## src/rtl/rtc_cal_pkg.sv

```systemverilog
package rtc_cal_pkg;
  localparam int BYTE_W    = 8;
  localparam int NUM_REGS  = 7;
  localparam int A_CTRL    = 0;
  localparam int A_HSEC    = 1;
  localparam int A_SEC     = 2;
  localparam int A_MIN     = 3;
  localparam int A_HOUR    = 4;
  localparam int A_DAY     = 5;
  localparam int A_MON     = 6;
  localparam int STOP_BIT  = 7;
  localparam int HOLD_BIT  = 6;

  typedef struct packed {
    logic       mode12;
    logic       pm;
    logic [5:0] hr;
  } hour_reg_t;

  function automatic logic [7:0] bcd_inc(input logic [7:0] v);
    if (v[3:0] >= 4'd9) bcd_inc = {v[7:4] + 4'd1, 4'd0};
    else                bcd_inc = {v[7:4], v[3:0] + 4'd1};
  endfunction

  function automatic logic [5:0] month_len(input logic [4:0] mon, input logic [1:0] yr);
    case (mon)
      5'h02:                      month_len = (yr == 2'd0) ? 6'h29 : 6'h28;
      5'h04, 5'h06, 5'h09, 5'h11: month_len = 6'h30;
      default:                    month_len = 6'h31;
    endcase
  endfunction
endpackage

```

## src/rtl/rtc_tick_gate.sv

```systemverilog
module rtc_tick_gate #(
  parameter int DIV    = 4,
  parameter int PEND_W = 8
) (
  input  logic clk_i,
  input  logic rst_ni,
  input  logic tick_i,
  input  logic stop_i,
  input  logic hold_i,
  input  logic clr_i,
  output logic adv_o
);
  localparam int CW = (DIV > 1) ? $clog2(DIV) : 1;
  localparam logic [CW-1:0]     PRESC_LAST = CW'(DIV - 1);
  localparam logic [PEND_W-1:0] PEND_MAX   = '1;

  logic [CW-1:0]     presc_q;
  logic [PEND_W-1:0] pend_q;
  logic              step, busy;

  assign busy  = (pend_q != '0);
  assign step  = tick_i && !stop_i && !clr_i && (presc_q == PRESC_LAST);
  assign adv_o = !hold_i && !clr_i && (step || busy);

  always_ff @(posedge clk_i or negedge rst_ni) begin
    if (!rst_ni)                presc_q <= '0;
    else if (clr_i)             presc_q <= '0;
    else if (tick_i && !stop_i) presc_q <= (presc_q == PRESC_LAST) ? '0 : presc_q + CW'(1);
  end

  // pending steps: grow while frozen, drain one per cycle afterwards
  always_ff @(posedge clk_i or negedge rst_ni) begin
    if (!rst_ni) pend_q <= '0;
    else if (step && !adv_o && (pend_q != PEND_MAX)) pend_q <= pend_q + PEND_W'(1);
    else if (!step && adv_o)                          pend_q <= pend_q - PEND_W'(1);
  end

  p_stop_phase_r8: assert property (@(posedge clk_i) disable iff (!rst_ni)
    (stop_i && !clr_i) |=> $stable(presc_q));
  p_clr_restart_r10: assert property (@(posedge clk_i) disable iff (!rst_ni)
    clr_i |=> (presc_q == '0));
  p_drain_one_r9: assert property (@(posedge clk_i) disable iff (!rst_ni)
    (!hold_i && !clr_i && busy && !step) |=> (pend_q == $past(pend_q) - PEND_W'(1)));
endmodule

```

## src/rtl/rtc_bcd_ctr.sv

```systemverilog
module rtc_bcd_ctr #(
  parameter logic [7:0] LAST = 8'h59
) (
  input  logic       clk_i,
  input  logic       rst_ni,
  input  logic       inc_i,
  input  logic       wr_i,
  input  logic [7:0] wdata_i,
  output logic [7:0] val_o,
  output logic       carry_o
);
  import rtc_cal_pkg::*;

  logic [7:0] val_q;

  always_ff @(posedge clk_i or negedge rst_ni) begin
    if (!rst_ni)    val_q <= '0;
    else if (wr_i)  val_q <= wdata_i;
    else if (inc_i) val_q <= (val_q == LAST) ? 8'h00 : bcd_inc(val_q);
  end

  assign val_o   = val_q;
  assign carry_o = inc_i && !wr_i && (val_q == LAST);

  // R2 for hundredths instance, R3 for seconds/minutes instances
  p_range_r3: assert property (@(posedge clk_i) disable iff (!rst_ni)
    (!wr_i && val_q <= LAST) |=> (val_q <= LAST));
  p_wrap_zero_r2: assert property (@(posedge clk_i) disable iff (!rst_ni)
    carry_o |=> (val_q == 8'h00));
endmodule

```

## src/rtl/rtc_hour_ctr.sv

```systemverilog
module rtc_hour_ctr (
  input  logic       clk_i,
  input  logic       rst_ni,
  input  logic       inc_i,
  input  logic       wr_i,
  input  logic [7:0] wdata_i,
  output logic [7:0] val_o,
  output logic       carry_o
);
  import rtc_cal_pkg::*;

  hour_reg_t  q, n;
  logic       wrap;
  logic [5:0] hr_inc;

  assign hr_inc = 6'(bcd_inc({2'b00, q.hr}));

  always_comb begin
    n    = q;
    wrap = 1'b0;
    if (!q.mode12) begin
      if (q.hr == 6'h23) begin
        n.hr = 6'h00;
        wrap = 1'b1;
      end else n.hr = hr_inc;
    end else if (q.hr == 6'h12) begin
      n.hr = 6'h01;
    end else if (q.hr == 6'h11) begin
      n.hr = 6'h12;
      n.pm = !q.pm;
      wrap = q.pm;
    end else n.hr = hr_inc;
  end

  always_ff @(posedge clk_i or negedge rst_ni) begin
    if (!rst_ni)    q <= '0;
    else if (wr_i)  q <= hour_reg_t'(wdata_i);
    else if (inc_i) q <= n;
  end

  assign val_o   = q;
  assign carry_o = inc_i && !wr_i && wrap;

  p_hour24_range_r4: assert property (@(posedge clk_i) disable iff (!rst_ni)
    (!wr_i && !q.mode12 && q.hr <= 6'h23) |=> (q.hr <= 6'h23));
  p_noon_flip_r5: assert property (@(posedge clk_i) disable iff (!rst_ni)
    (inc_i && !wr_i && q.mode12 && q.hr == 6'h11) |=> (q.hr == 6'h12 && q.pm != $past(q.pm)));
endmodule

```

## src/rtl/rtc_date_ctr.sv

```systemverilog
module rtc_date_ctr (
  input  logic       clk_i,
  input  logic       rst_ni,
  input  logic       inc_i,
  input  logic       wr_day_i,
  input  logic       wr_mon_i,
  input  logic [7:0] wdata_i,
  output logic [7:0] day_o,
  output logic [7:0] mon_o
);
  import rtc_cal_pkg::*;

  logic [1:0] yr_q;
  logic [5:0] day_q;
  logic [2:0] wd_q;
  logic [4:0] mon_q;
  logic       step, month_end, year_end;

  assign step      = inc_i && !wr_day_i && !wr_mon_i;
  assign month_end = (day_q == month_len(mon_q, yr_q));
  assign year_end  = month_end && (mon_q == 5'h12);

  always_ff @(posedge clk_i or negedge rst_ni) begin
    if (!rst_ni) begin
      yr_q  <= 2'd0;
      day_q <= 6'h01;
    end else if (wr_day_i) begin
      yr_q  <= wdata_i[7:6];
      day_q <= wdata_i[5:0];
    end else if (step) begin
      day_q <= month_end ? 6'h01 : 6'(bcd_inc({2'b00, day_q}));
      if (year_end) yr_q <= yr_q + 2'd1;
    end
  end

  always_ff @(posedge clk_i or negedge rst_ni) begin
    if (!rst_ni) begin
      wd_q  <= 3'd0;
      mon_q <= 5'h01;
    end else if (wr_mon_i) begin
      wd_q  <= wdata_i[7:5];
      mon_q <= wdata_i[4:0];
    end else if (step) begin
      wd_q <= (wd_q == 3'd6) ? 3'd0 : wd_q + 3'd1;
      if (year_end)       mon_q <= 5'h01;
      else if (month_end) mon_q <= 5'(bcd_inc({3'b000, mon_q}));
    end
  end

  assign day_o = {yr_q, day_q};
  assign mon_o = {wd_q, mon_q};

  p_wd_wrap_r7: assert property (@(posedge clk_i) disable iff (!rst_ni)
    (step && wd_q == 3'd6) |=> (wd_q == 3'd0));
  p_day_restart_r6: assert property (@(posedge clk_i) disable iff (!rst_ni)
    (step && month_end) |=> (day_q == 6'h01));
  p_year_step_r7: assert property (@(posedge clk_i) disable iff (!rst_ni)
    (step && year_end) |=> (yr_q == $past(yr_q) + 2'd1 && mon_q == 5'h01));
endmodule

```

## src/rtl/rtc_cal_core.sv

```systemverilog
module rtc_cal_core
  import rtc_cal_pkg::*;
#(
  parameter int TICK_DIV = 4,
  parameter int PEND_W   = 8,
  parameter int ADDR_W   = 3
) (
  input  logic              clk_i,
  input  logic              rst_ni,
  input  logic              tick_i,
  input  logic              wr_i,
  input  logic [ADDR_W-1:0] addr_i,
  input  logic [7:0]        wdata_i,
  output logic [7:0]        rdata_o
);
  localparam int NCHAIN = 3;  // hundredths, seconds, minutes

  logic                stop_q, hold_q, cnt_wr, adv, hour_carry;
  logic [NUM_REGS-1:0] wsel;
  logic [NCHAIN-1:0]   ch_inc, ch_carry;
  logic [7:0]          ch_val [NCHAIN];
  logic [7:0]          hour_val, day_val, mon_val;

  always_comb begin
    for (int i = 0; i < NUM_REGS; i++) wsel[i] = wr_i && (addr_i == ADDR_W'(i));
  end
  assign cnt_wr = |wsel[NUM_REGS-1:1];

  always_ff @(posedge clk_i or negedge rst_ni) begin
    if (!rst_ni) begin
      stop_q <= 1'b0;
      hold_q <= 1'b0;
    end else if (wsel[A_CTRL]) begin
      stop_q <= wdata_i[STOP_BIT];
      hold_q <= wdata_i[HOLD_BIT];
    end
  end

  rtc_tick_gate #(.DIV(TICK_DIV), .PEND_W(PEND_W)) u_gate (
    .clk_i, .rst_ni, .tick_i,
    .stop_i(stop_q), .hold_i(hold_q), .clr_i(cnt_wr), .adv_o(adv)
  );

  for (genvar g = 0; g < NCHAIN; g++) begin : g_chain
    if (g == 0) begin : g_first
      assign ch_inc[g] = adv;
    end else begin : g_next
      assign ch_inc[g] = ch_carry[g-1];
    end
    rtc_bcd_ctr #(.LAST((g == 0) ? 8'h99 : 8'h59)) u_ctr (
      .clk_i, .rst_ni,
      .inc_i(ch_inc[g]), .wr_i(wsel[A_HSEC+g]), .wdata_i,
      .val_o(ch_val[g]), .carry_o(ch_carry[g])
    );
  end

  rtc_hour_ctr u_hour (
    .clk_i, .rst_ni,
    .inc_i(ch_carry[NCHAIN-1]), .wr_i(wsel[A_HOUR]), .wdata_i,
    .val_o(hour_val), .carry_o(hour_carry)
  );

  rtc_date_ctr u_date (
    .clk_i, .rst_ni,
    .inc_i(hour_carry), .wr_day_i(wsel[A_DAY]), .wr_mon_i(wsel[A_MON]), .wdata_i,
    .day_o(day_val), .mon_o(mon_val)
  );

  always_comb begin
    rdata_o = 8'h00;
    case (addr_i)
      ADDR_W'(A_CTRL): rdata_o = {stop_q, hold_q, 6'b0};
      ADDR_W'(A_HSEC): rdata_o = ch_val[0];
      ADDR_W'(A_SEC):  rdata_o = ch_val[1];
      ADDR_W'(A_MIN):  rdata_o = ch_val[2];
      ADDR_W'(A_HOUR): rdata_o = hour_val;
      ADDR_W'(A_DAY):  rdata_o = day_val;
      ADDR_W'(A_MON):  rdata_o = mon_val;
      default:         rdata_o = 8'h00;
    endcase
  end

  p_hold_frozen_r9: assert property (@(posedge clk_i) disable iff (!rst_ni)
    (hold_q && !cnt_wr) |=> ($stable(ch_val[0]) && $stable(hour_val) && $stable(day_val)));
  p_ctrl_low_zero_r12: assert property (@(posedge clk_i) disable iff (!rst_ni)
    (addr_i == ADDR_W'(A_CTRL)) |-> (rdata_o[5:0] == 6'b0));
  p_stop_still_r8: assert property (@(posedge clk_i) disable iff (!rst_ni)
    (stop_q && !cnt_wr && !adv) |=> $stable(ch_val[0]));
endmodule

```

## config.mk

```make
export PLATFORM = sky130hd
export DESIGN_NAME = rtc_cal_core
export DESIGN_NICKNAME = d
export VERILOG_FILES = /design/src/rtl/rtc_cal_pkg.sv /design/src/rtl/rtc_tick_gate.sv /design/src/rtl/rtc_bcd_ctr.sv /design/src/rtl/rtc_hour_ctr.sv /design/src/rtl/rtc_date_ctr.sv /design/src/rtl/rtc_cal_core.sv
export SDC_FILE = /design/constraint.sdc
export NUM_CORES = 1
export LEC_CHECK = 0
export BUFFER_PORTS_ARGS = -buffer_cell sky130_fd_sc_hd__buf_2
export CORE_AREA = 2 2 94 96
export CTS_CLUSTER_DIAMETER = 80
export DETAILED_ROUTE_END_ITERATION = 7
export DIE_AREA = 0 0 96 98
export MAX_ROUTING_LAYER = met4
export PLACE_DENSITY_LB_ADDON = 0.25
export SLEW_MARGIN = 0
export SYNTH_ARGS = -nofsm -noshare
export SYNTH_HDL_FRONTEND = slang
export SYNTH_SLANG_ARGS = --single-unit
```

## constraint.sdc

```tcl
create_clock -name clk_i -period 4.8 [get_ports clk_i]
set_clock_uncertainty 0.15 [all_clocks]
set_input_delay 0.48 -clock clk_i [delete_from_list [all_inputs] [get_ports clk_i]]
set_output_delay 0.48 -clock clk_i [all_outputs]
set_load 0.01 [all_outputs]
```

-- Word-level counts from Yosys, hierarchy flattened
Cells that the tools add are included.
- bits in latches: 0
- input port bits: 15
- ROM bits: 0
- bits in registers: 60
- memories: 0
- word-level logic and storage cells: 183
- output and inout port bits: 8
- RAM bits: 0
- equal/unequal tests: 23
- shift-type cells: 0
- multipliers: 0
- bitwise operators: 0
- $lt $le $gt $ge: 6
- divide/modulo/power cells: 0
- reductions and logical operators: 69
- add/sub/neg operators: 17
- mux-type cells: 49
- operator list (operator ; number):
    $mux 8 ; 15
    $pmux 8 s7 ; 1
    $mux 6 ; 9
    $add 4x1->4 const B ; 9
    $logic_and 1x1->1 ; 26
    $mux 5 ; 5
    $ge 4x4->1 const B ; 6
    $reduce_bool 2->1 ; 11
    $reduce_bool 3->1 ; 6
    $eq 8x7->1 const B ; 2
    $eq 3x3->1 const B ; 4
    $eq 6x5->1 const B ; 2
    $logic_not 1->1 ; 12
    $mux 2 ; 6
    $pmux 6 s2 ; 1
    $reduce_and 2->1 ; 6
    $eq 5x3->1 const B ; 2
    $eq 5x5->1 const B ; 2
    $mux 3 ; 3
    $add 2x1->2 const B ; 4
    $add 8x1->8 const B ; 1
    $eq 8x8->1 const B ; 1
    $mux 1 ; 8
    $ne 8x8->1 const B ; 1
    other kinds (20) ; 21

-- Depth between registers and ports, before layout
- depth after elaboration: 20
- mapped depth: 12
- gate-level depth less buffers: 11

-- Cells and area by module
Synthesis repeated with hierarchy kept, for this count alone.
- cells, all modules: 545
- area, all modules: 4952.2 um2
- by module, submodules not included (module ; instances ; cells an instance ; sequential area each (um2) ; area an instance (um2)):
    rtc_date_ctr ; 1 ; 137 ; 402.9 ; 1202.4
    rtc_bcd_ctr (g_chain[1].u_ctr ...) ; 2 ; 61 ; 200.2 ; 555.5
    rtc_tick_gate ; 1 ; 69 ; 250.2 ; 762.0
    rtc_hour_ctr ; 1 ; 74 ; 200.2 ; 649.4
    rtc_cal_core ; 1 ; 80 ; 50.0 ; 640.6
    rtc_bcd_ctr (g_chain[0].u_ctr) ; 1 ; 63 ; 200.2 ; 586.8

-- Worst setup path before layout
Ideal clock, no wire load.
- kind: input-to-reg
- start point: input port addr_i[0]
- end point: register u_gate.pend_q[6]
- stages: 12
- arrival time: 3.122 ns
- data required time: 4.525 ns
- path buffers: 1
- slack: 1.404 ns
- cells stage by stage: buf_2 or3_4 and3_1 nor3_1 inv_1 fa_1 a21o_1 a21oi_1 o21bai_1 a21oi_1 xnor2_1 mux2_2
- longest elaborated chain between the ends: 12
- ends and longest elaborated chain (what ; RTL line ; RTL):
    from (decl) ; rtc_cal_core.sv:12 ; input logic [ADDR_W-1:0] addr_i,
    $eq 3x1->1 (tied with other cells) ; rtc_cal_core.sv:25 ; for (int i = 0; i < NUM_REGS; i++) wsel[i] = wr_i && (addr_i == ADDR_W'(i));
    $logic_and 1x1->1 ; rtc_cal_core.sv:25 ;
    $reduce_or 6->1 (*) ; rtc_cal_core.sv:27 ; assign cnt_wr = |wsel[NUM_REGS-1:1];
    $logic_not 1->1 (*) ; rtc_tick_gate.sv:22, rtc_tick_gate.sv:23 ;
    $logic_and 1x1->1 (2 in a row) ; rtc_tick_gate.sv:22 ; assign step = tick_i && !stop_i && !clr_i && (presc_q == PRESC_LAST);
    $logic_or 1x1->1 ; rtc_tick_gate.sv:23 ; assign adv_o = !hold_i && !clr_i && (step || busy);
    $logic_and 1x1->1 ; rtc_tick_gate.sv:23 ;
    $logic_not 1->1 ; rtc_tick_gate.sv:34 ; else if (step && !adv_o && (pend_q != PEND_MAX)) pend_q <= pend_q + PEND_W'(1);
    $logic_and 1x1->1 (2 in a row) ; rtc_tick_gate.sv:34 ;
    $mux 8 / $reduce_bool 2->1 (equally long branches) ; n/a ;
    to (signal assigned) ; rtc_tick_gate.sv:34 ;
    to (signal assigned) ; rtc_tick_gate.sv:35 ; else if (!step && adv_o) pend_q <= pend_q - PEND_W'(1);
    to (decl) ; rtc_tick_gate.sv:18 ; logic [PEND_W-1:0] pend_q;
Every way passes the cells marked *; elsewhere a longest branch is shown, timed or not.
A chain may end at the register's enable or synchronous reset.

-- Worst setup path after layout
- start point: input port addr_i[2]
- end point: register u_gate.pend_q[6]
Same word-level chain as after synthesis.

==> summary.log <==
[run_status] run status finished clean
[synth] Post-Syn Nets 608
[grt] number of antenna violations at the first check in global routing 0
[clocking] number of gates given a new drive strength after cts 0
[die] Core Box Area 8470 sq um
[route] total iterations of the first detailed-routing run 5
[final_layout] share of layout cells above drive strength 1 13.2%
[placement] number of port buffers 22
[clocking] number of setup buffers added after CTS 0
[synth] proportion of netlist area held by the largest area contributor 30.2%
[grt] total routing resource utilization after global routing 30.3%
[sta] setup slack after layout 1.23 ns
[synth] most frequent cells after synthesis 58 x dfrtp_1, 56 x nand2_1, 46 x nor2_1
[clocking] TritonCTS clock tree built
[synth] number of synthesized flops with an enable pin 0
[route] number of violations reported at the end of detailed-routing iteration 0 393
[route] number of vias per cell 6.52
[synth] most frequently used flop master after synthesis dfrtp_1
[die] height of the die 98 um
[placement] estimated wirelength of the detail-placed design 9390 um
[critical_path] critical path's slowest cell fa_1
[synth] post-synthesis cell type with the largest combined area dfrtp_1
[route] remaining design rule violation count 0
[sta] max-slew headroom at the worst pin 32.6%
[synth] FF+latch count, synth 60
[synth] top-count cell post-synth dfrtp_1
[placement] cell area after placement 4970 sq um
[critical_path] CP max FO 35
[power_and_ir_drop] static leakage 2.13 nW
[die] Die W 96 um
[final_layout] count of inserted antenna diode cells 0
[flow_run] number of max-cap violations 0
[clocking] CTS max path bufs 2
[synth] fraction of synthesis flops using an asynchronous set or reset pin 100%
[clocking] Inserted Clock Buffers 9
[sta] measured slew at the worst slew-check pin 1.01 ns
[sta] fin crit share 74.3%
[final_layout] utilization after layout 61.0%
[sta] number of pins with negative max-slew slack in the final report 0
[critical_path] kind of critical path in -> reg
[critical_path] most used cell along the critical path a21oi_1
[clocking] clock net sink count 60
[critical_path] CP required 4.89 ns
[final_layout] fin nets 623
[sta] Hold Vio Cnt, Final 0
[synth] Avg Inst Size Synth 8.66 sq um
[sta] final number of setup-violating endpoints 0
[die] starting utilization of the core area 56.8%
[grt] number of global-route vias before repair 4166
[synth] number of warning messages in the yosys log 0
[grt] global-route wire length before repair 21300 um
[die] I/O pins 23
[power_and_ir_drop] sum of internal, switching and leakage power 2.25 mW
[sta] RSZ-0062 raised after global routing false
[route] Avg WL per Cell 19.1 um
[critical_path] gate family responsible for the most delay along the worst path simple AND/OR/NAND/NOR gates
[die] number of rows created at floorplan 34
[placement] global placer's final weighted congestion 0.926
[power_and_ir_drop] Cell Pwr Density 436 nW/um^2
[placement] instance count after placement with tap cells included 667
[die] Die Outline Area 9410 sq um
[grt] Remaining Overflow, GRT 0
[synth] number of library cell types mapped by synthesis 79
[sta] f_max 0.280 GHz
[clocking] worst-skew pair later-pin latency 0.35 ns
[clocking] number of H-tree levels 3
[critical_path] Max stage delay on crit path 0.50 ns
[critical_path] Buf+Inv Stages, Crit Path 2
[synth] Synth Cell Area 4810 sq um
[final_layout] Final Instance Area 5160 sq um
[final_layout] number of standard cells in the layout, taps in and fillers out 683
[critical_path] cells along the critical path buf_2, nand3_1, and3_1, nor3_1, inv_1, fa_1, a21o_1, a21oi_1, o21bai_1, a21oi_1, xnor2_1, mux2_2
[final_layout] signed area change from the synthesized netlist to the final layout 7.42%
[synth] leading cell types by total area after synthesis dfrtp_1 30%, ha_1 9.6%, a21oi_1 4.6%, nand2_1 4.4%, o21ai_0 3.6%
[critical_path] Critical Path Sink Type register
[grt] largest net degree at the start of global routing 61
[placement] worst slack at placement 0.908 ns
[synth] instance count of the mapped netlist 555
[synth] sequential cell area fraction in the yosys report 31.3%
[route] final wirelength 13100 um
[clocking] post-cts hold buffer count 0
[worst_hold_path] Tightest Hold Check Type in -> async
[power_and_ir_drop] IR drop worst, VDD 209 uV
[critical_path] Worst setup SP type input port
[route] vias 4452
[route] number of antenna-violating nets in the routed design 0
[clocking] Clock Pin Slew Worst Setup and Hold Paths 0.07 ns
[sta] crit path time final 3.57 ns
[sta] total negative slack for setup checks 0 ns
[clocking] cell at the root of the clock tree clkbuf_8
[sta] Post-Route Hold Slack 0.136 ns
[critical_path] critical path arrival 3.66 ns
state kept, by name, summed over array words and instances, names as in the netlist:
signal / cells
u_hour.val_o: 8
u_gate.pend_q: 8
u_date.mon_q: 5
g_chain.u_ctr.val_o: 24
u_date.yr_q: 2
u_date.day_q: 6
u_gate.presc_q: 2
hold_q: 1
stop_q: 1
u_date.wd_q: 3
path summary, 6_finish.rpt:
path	depth (start not counted)	endpoint	slack, ns	start
worst max-delay path	12	u_gate.pend_q[6]$_DFFE_PN0P_	1.23	addr_i[2]
worst min-delay path	2	u_gate.pend_q[5]$_DFFE_PN0P_	0.14	rst_ni
worst max register to register	11	u_gate.pend_q[6]$_DFFE_PN0P_	1.69	u_gate.presc_q[0]$_DFFE_PN0P_
worst min register to register	1	u_gate.pend_q[7]$_DFFE_PN0P_	0.36	u_gate.pend_q[7]$_DFFE_PN0P_
max in group asynchronous	2	u_date.wd_q[1]$_DFFE_PN0P_	3.85	rst_ni
min in group clk_i	3	u_date.day_q[0]$_DFFE_PN1P_	0.31	wdata_i[0]
cell usage in the layout (no fill, tap or decap), types with 3 or more instances in the layout:
cell	count
a21boi_0	4
a21oi_1	44
a221o_1	3
a221oi_1	7
a22o_1	4
a2bb2oi_1	5
a31oi_1	9
and2_1	3
and3_1	5
buf_2	22
clkbuf_8	9
clkinv_2	3
clkinvlp_4	3
dfrtp_1	58
ha_1	37
inv_1	28
mux2_2	14
mux2i_1	12
nand2_1	56
nand2b_1	10
nand3_1	22
nand4_1	8
nand4b_1	3
nor2_1	46
nor2b_1	11
nor3_1	11
nor3b_1	5
nor4_1	7
nor4b_1	3
o2111ai_1	3
o211ai_1	7
o21a_1	3
o21ai_0	35
o21ai_1	4
or3_1	5
xnor2_1	10
power by group:
part	leakage, nW	switching [mW]	total (mW)	internal (mW)
logic	1.30	0.468	0.889	0.420
clock network	0.0910	0.223	0.459	0.236
registers	0.732	0.248	0.903	0.655
total	2.13	0.939	2.25	1.31
layout make-up:
type / instances / area [sq um]
clock inverter: 7 / 67.6
inverter: 28 / 105
multi-input combinational: 447 / 3100
clock buffer: 9 / 124
tap: 108 / 135
timing repair buffer: 24 / 125
fill: 720 / 3300
sequential: 60 / 1500
routing by layer:
metal	up-vias	global-route usage [%]	part of all wire [%]
li1	2077	-	-
met1	2123	41.3	42
met2	215	44.4	46
met3	37	5.48	8.1
met4	0	12.5	3.6
met5	-	-	0
worst register-to-register path, cell delays in order (launching register included):
cell	delay, ns
dfrtp_1	0.37
ha_1	0.17
nand3b_1	0.13
nor3_1	0.34
inv_1	0.24
fa_1	0.50
a21o_1	0.18
a21oi_1	0.24
o21bai_1	0.09
a21oi_1	0.20
xnor2_1	0.11
mux2_2	0.26
cell families after synthesis:
family	after synthesis	synth area share, %
muxes	28	6.72
AOI/OAI and AO/OA	153	21.0
adders and majority gates	38	10.0
and+or+nand+nor	217	24.8
buffers and inverters	48	4.16
DFF	60	31.3
xor gates and xnor gates	11	2.00
(Power assumes the default switching activity.)
